`src/rtl/memsel_ctrl.sv`:
```
module memsel_ctrl #(
  parameter logic [7:0] MAP_INIT = 8'h17
) (
  input  logic       clk,
  input  logic       rst_n,
  input  logic       fetch_en,
  input  logic       dread_en,
  input  logic       dwrite_en,
  input  logic       hit_sram,
  input  logic       hit_regwin,
  input  logic       hit_pio,
  input  logic       hit_eeprom,
  input  logic       hit_flash,
  input  logic       map_we,
  input  logic [7:0] map_wdata,
  output logic [7:0] map_q,
  output logic       cs_sram,
  output logic       cs_regwin,
  output logic       cs_pio,
  output logic       cs_eeprom,
  output logic       cs_flash,
  output logic       pio_mode
);
  localparam logic [7:0] USED_MASK = 8'h9F;

  always_ff @(posedge clk or negedge rst_n) begin
    if (!rst_n)      map_q <= MAP_INIT & USED_MASK;
    else if (map_we) map_q <= map_wdata & USED_MASK;
  end

  logic data_acc, top_ok, ee_ok, fl_ok;
  logic el_pio, el_reg, el_sram, el_ee, el_fl;

  assign data_acc = dread_en | dwrite_en;
  assign top_ok   = data_acc | (fetch_en & map_q[0]);
  assign ee_ok    = (fetch_en & map_q[1]) | (data_acc & map_q[3]);
  assign fl_ok    = (fetch_en & map_q[2]) | (data_acc & map_q[4]);

  assign el_pio  = hit_pio & map_q[7] & top_ok;
  assign el_reg  = hit_regwin & top_ok;
  assign el_sram = hit_sram & top_ok;
  assign el_ee   = hit_eeprom & ee_ok;
  assign el_fl   = hit_flash & fl_ok;

  assign cs_pio    = el_pio;
  assign cs_regwin = el_reg & ~el_pio;
  assign cs_sram   = el_sram & ~el_reg & ~el_pio;
  assign cs_eeprom = el_ee & ~el_sram & ~el_reg & ~el_pio;
  assign cs_flash  = el_fl & ~el_ee & ~el_sram & ~el_reg & ~el_pio;
  assign pio_mode  = map_q[7];
endmodule

```
`config.mk`:
```
export PLATFORM = sky130hd
export DESIGN_NAME = memsel_ctrl
export DESIGN_NICKNAME = d
export VERILOG_FILES = /design/src/rtl/memsel_ctrl.sv
export SDC_FILE = /design/constraint.sdc
export NUM_CORES = 1
export LEC_CHECK = 0
export ABC_AREA = 0
export CORE_MARGIN = 2
export CORE_UTILIZATION = 26
export DETAILED_ROUTE_END_ITERATION = 8
export GPL_TIMING_DRIVEN = 1
export PLACE_DENSITY = 0.73
export REMOVE_ABC_BUFFERS = 1
export SLEW_MARGIN = 20
export SYNTH_ARGS = -nofsm -noshare
export SYNTH_HDL_FRONTEND = slang
export SYNTH_SLANG_ARGS = --single-unit
```
`constraint.sdc`:
```
create_clock -name clk -period 1.4 [get_ports clk]
set_clock_uncertainty 0.1 [all_clocks]
set_input_delay 0.28 -clock clk [delete_from_list [all_inputs] [get_ports clk]]
set_output_delay 0.28 -clock clk [all_outputs]
set_load 0.01 [all_outputs]
```
==> flow_results.org <==
** Routing
- Routed wire length per instance :: roughly 12 um
- The first TritonRoute pass finished after 4 iterations.
- DRC marker count from the first detailed-route iteration :: 6
- Total Wirelength :: 1.10 mm
- Across all layers, the routed design uses 426 vias.
- DRC viols :: 0
- In the routed layout, each cell is associated on average with a via count of 4.58.
- Once detail routing completed, the nets flagged for antenna violations numbered 0.

** Setup path
- Crit path cell chain :: a211oi_2 -> buf_4 -> a21oi_2 -> and3b_1 -> buf_2
- STA classifies the critical path startpoint as a register.
- On the worst path, the slowest cell contributes a delay of 530 ps.
- WP buf/inv :: 2
- The critical path is of the reg -> out type.
- For the worst setup path, the data required time is around 1000 ps.
- Crit path max fanout :: 3
- Standard cell with the maximum stage delay on the critical path :: dfstp_2
- Among cell families on the critical path, the largest total delay comes from flip-flops.
- Type of destination of the critical path :: output pin
- Arr. time, crit path :: between 1000 and 1500 ps

** Timing
- The final hold violation count came to 0.
- In the finished design, the share of the clock period the worst path needs comes to 1.25.
- For this run, the top clock speed supported by timing is around 570 MHz.
- Setup violations remaining at the end of the flow were counted as 5.
- Setup repair after global routing could not meet its margin everywhere.
- Setup slack on the critical path of the routed design comes to -350 ps.
- For the finished layout, the period the worst path requires is 1750 ps.
- The max-slew violation total from the final report was 0.

** Finish
- After the last flow step, the layout net total stands at 99.
- Once layout is complete, the utilization of the core stands at 0.594.
- The register with the most flip-flops in the final layout is map_q.
- The register with the most flip-flops in the layout has 6 of them.
- Share of final-layout standard cells stronger than drive strength 1 :: 0.641
- The largest registers in the layout are map_q (6).
- Layout fillers :: between 100 and 150
- Compared with the post-synthesis result, the final layout area differs by 115%.
- Number of inserted diodes :: 0

** Die
- Boundary pin count :: 33
- Core Region :: ~0.0013 sq mm
- Die H :: about 41 um
- For this configuration, the core starts out at a cell density of 0.276.
- Area of the die :: 0.00169 sq mm
- Number of placement rows :: 13
- The die is 41.2 um wide.

** Yosys
- In this run the mean area of a mapped cell was 10.9 sq um.
- Post-synthesis instance area :: approximately 360 sq um
- Sorting the synthesized cells by how often they occur yields mux2_2, dfstp_2, buf_4.
- mux2_2 is the most common cell in the netlist.
- Largest area contributor in the netlist :: dfstp_2
- Number of synthesized register bits :: 6
- For this run, asynchronously set or reset flops after synthesis account for 1.00.
- The share of synthesized area in the top cell type comes to 0.293.
- Share of synthesized area occupied by flip-flops and latches :: 0.432
- Synthesis produced a netlist whose cell count is 33.
- Yosys warnings :: 0
- After synthesis, the netlist uses 18 different library cells.
- Most frequently used flop master after synthesis :: dfstp_2
- Number of flops mapped to enable cells by yosys :: 0
- Yosys attributes the largest share of cell area to dfstp_2, mux2_2, dfrtp_1.

** Global route
- The total overflow left after global routing is 0.
- The first global-routing pass estimated roughly 1.5 mm of wire.
- Entering global routing, the biggest net connects 7 pins.
- The via count of the first global-routing pass was 396.
- The initial antenna violation count came to 0.
- Aggregate global-route resource usage :: 0.142

** Clock network
- Clock tree from TritonCTS :: done
- Counting every sink on the clock net gives 6.
- Clock tree synthesis selected as its root buffer the cell clkbuf_4.
- Clock network latency to the later pin of the worst-skew pair :: ~240 ps
- Max Root-Sink Buffers :: 2
- CTS built an H-tree with a depth of 1.
- Hold-fix buffers, CTS :: 0
- Inserted Clock Buffers :: 3
- Clock slew at reported path FFs :: roughly 40 ps

** Status
- The run finished, with violations left.
- Violated checks :: setup timing

** Power and ir drop
- LEAKAGE :: approximately 0.37 nW
- Cell Pwr Density :: about 770 mW/mm^2
- IR analysis of the VDD net gives a maximum drop of approximately 0.00054 V.
- The design draws between 0.0005 and 0.0006 W.

** Job
- The tool flagged a number of max-cap violations equal to 0.

** Placement
- Final weighted congestion in routability-driven placement :: 0.618
- Count of port buffers added during placement :: 28
- OpenSTA, run right after detailed placement, puts the worst setup slack at -949 ps.
- The HPWL after detailed placement is 848 um.

** Min path
- Worst min path class :: in -> async
==> worst reg2reg max path, stage by stage, from the launching register on <==
cell and delay (ps):
dfrtp_1 390, buf_6 120, buf_4 120, mux2_2 250
==> cell type report <==
class	count	area, sq um	area share
sequential	6	155	0.201
timing repair buffer	45	368	0.476
inverter	1	3.75	0.00485
multi-input combinational	23	205	0.265
clock buffer	3	22.5	0.0291
tap	15	18.8	0.0243
==> per-stage QoR <==
| step | hold slack (ps) | TNS (ps) | instances | area (sq um) |
|---|---|---|---|---|
| after floorplan | -116 | -182 | 30 | 337 |
| after global placement | 438 | -4600 | 86 | 733 |
| after detailed placement | 451 | -4660 | 86 | 733 |
| after CTS | 191 | -1570 | 92 | 729 |
| after global routing | 201 | -2030 | 93 | 773 |
| final | 187 | -1600 | 93 | 773 |
==> final timing paths <==
check                      cells past startpoint              endpoint  slack [ps]            startpoint
max reg2reg                                    3  map_q[3]$_DFFE_PN0P_         310  map_q[3]$_DFFE_PN0P_
max in group asynchronous                      1  map_q[1]$_DFFE_PN1P_         740                 rst_n
max                                            5               cs_sram        -350  map_q[0]$_DFFE_PN1P_
min                                            1  map_q[3]$_DFFE_PN0P_         190                 rst_n
min in group clk                               2  map_q[3]$_DFFE_PN0P_         550          map_wdata[3]
min reg2reg                                    2  map_q[7]$_DFFE_PN0P_         570  map_q[7]$_DFFE_PN0P_
==> where the power goes <==
part           leakage [nW]  internal [W]  switching [W]
sequential           0.0654      0.000200      0.0000112
clock                0.0138     0.0000967      0.0000585
combinational         0.287      0.000142      0.0000890
total                 0.366      0.000439       0.000159
==> layout by cell type (no fill, tap or decap), types with 2 or more instances in the layout <==
master	instances
buf_4	16
conb_1	2
buf_6	5
buf_2	8
mux2_2	6
dlygate4sd2_1	7
clkdlybuf4s50_1	9
a21oi_2	2
clkbuf_4	3
nand2_1	2
dfstp_2	4
nor2_4	2
a211oi_2	3
dfrtp_1	2
==> cells by family after synthesis <==
group,synth area share
buffers and inverters,0.0836
multiplexers,0.188
flip-flops,0.432
other,0.0104
AO/OA/AOI/OAI,0.188
AND/OR/NAND/NOR,0.0976
==> repair_timing <==
action | 4_1_cts | 5_1_grt
endpoints found under the setup margin | 12 | 9
resized for setup | 54 | 13
hold endpoints to repair | 0 | 0
pin swaps | 7 | 1
buffers inserted | 3 | 2
==> per-layer routing <==
metal,GRT usage,part of all wire,up-vias
li1,-,-,205
met1,0.153,0.39,205
met2,0.254,0.55,16
met3,0.0163,0.064,0
met4,0.0968,0,0
met5,0,0,-
No activity file was read; power rests on OpenSTA's default activity.
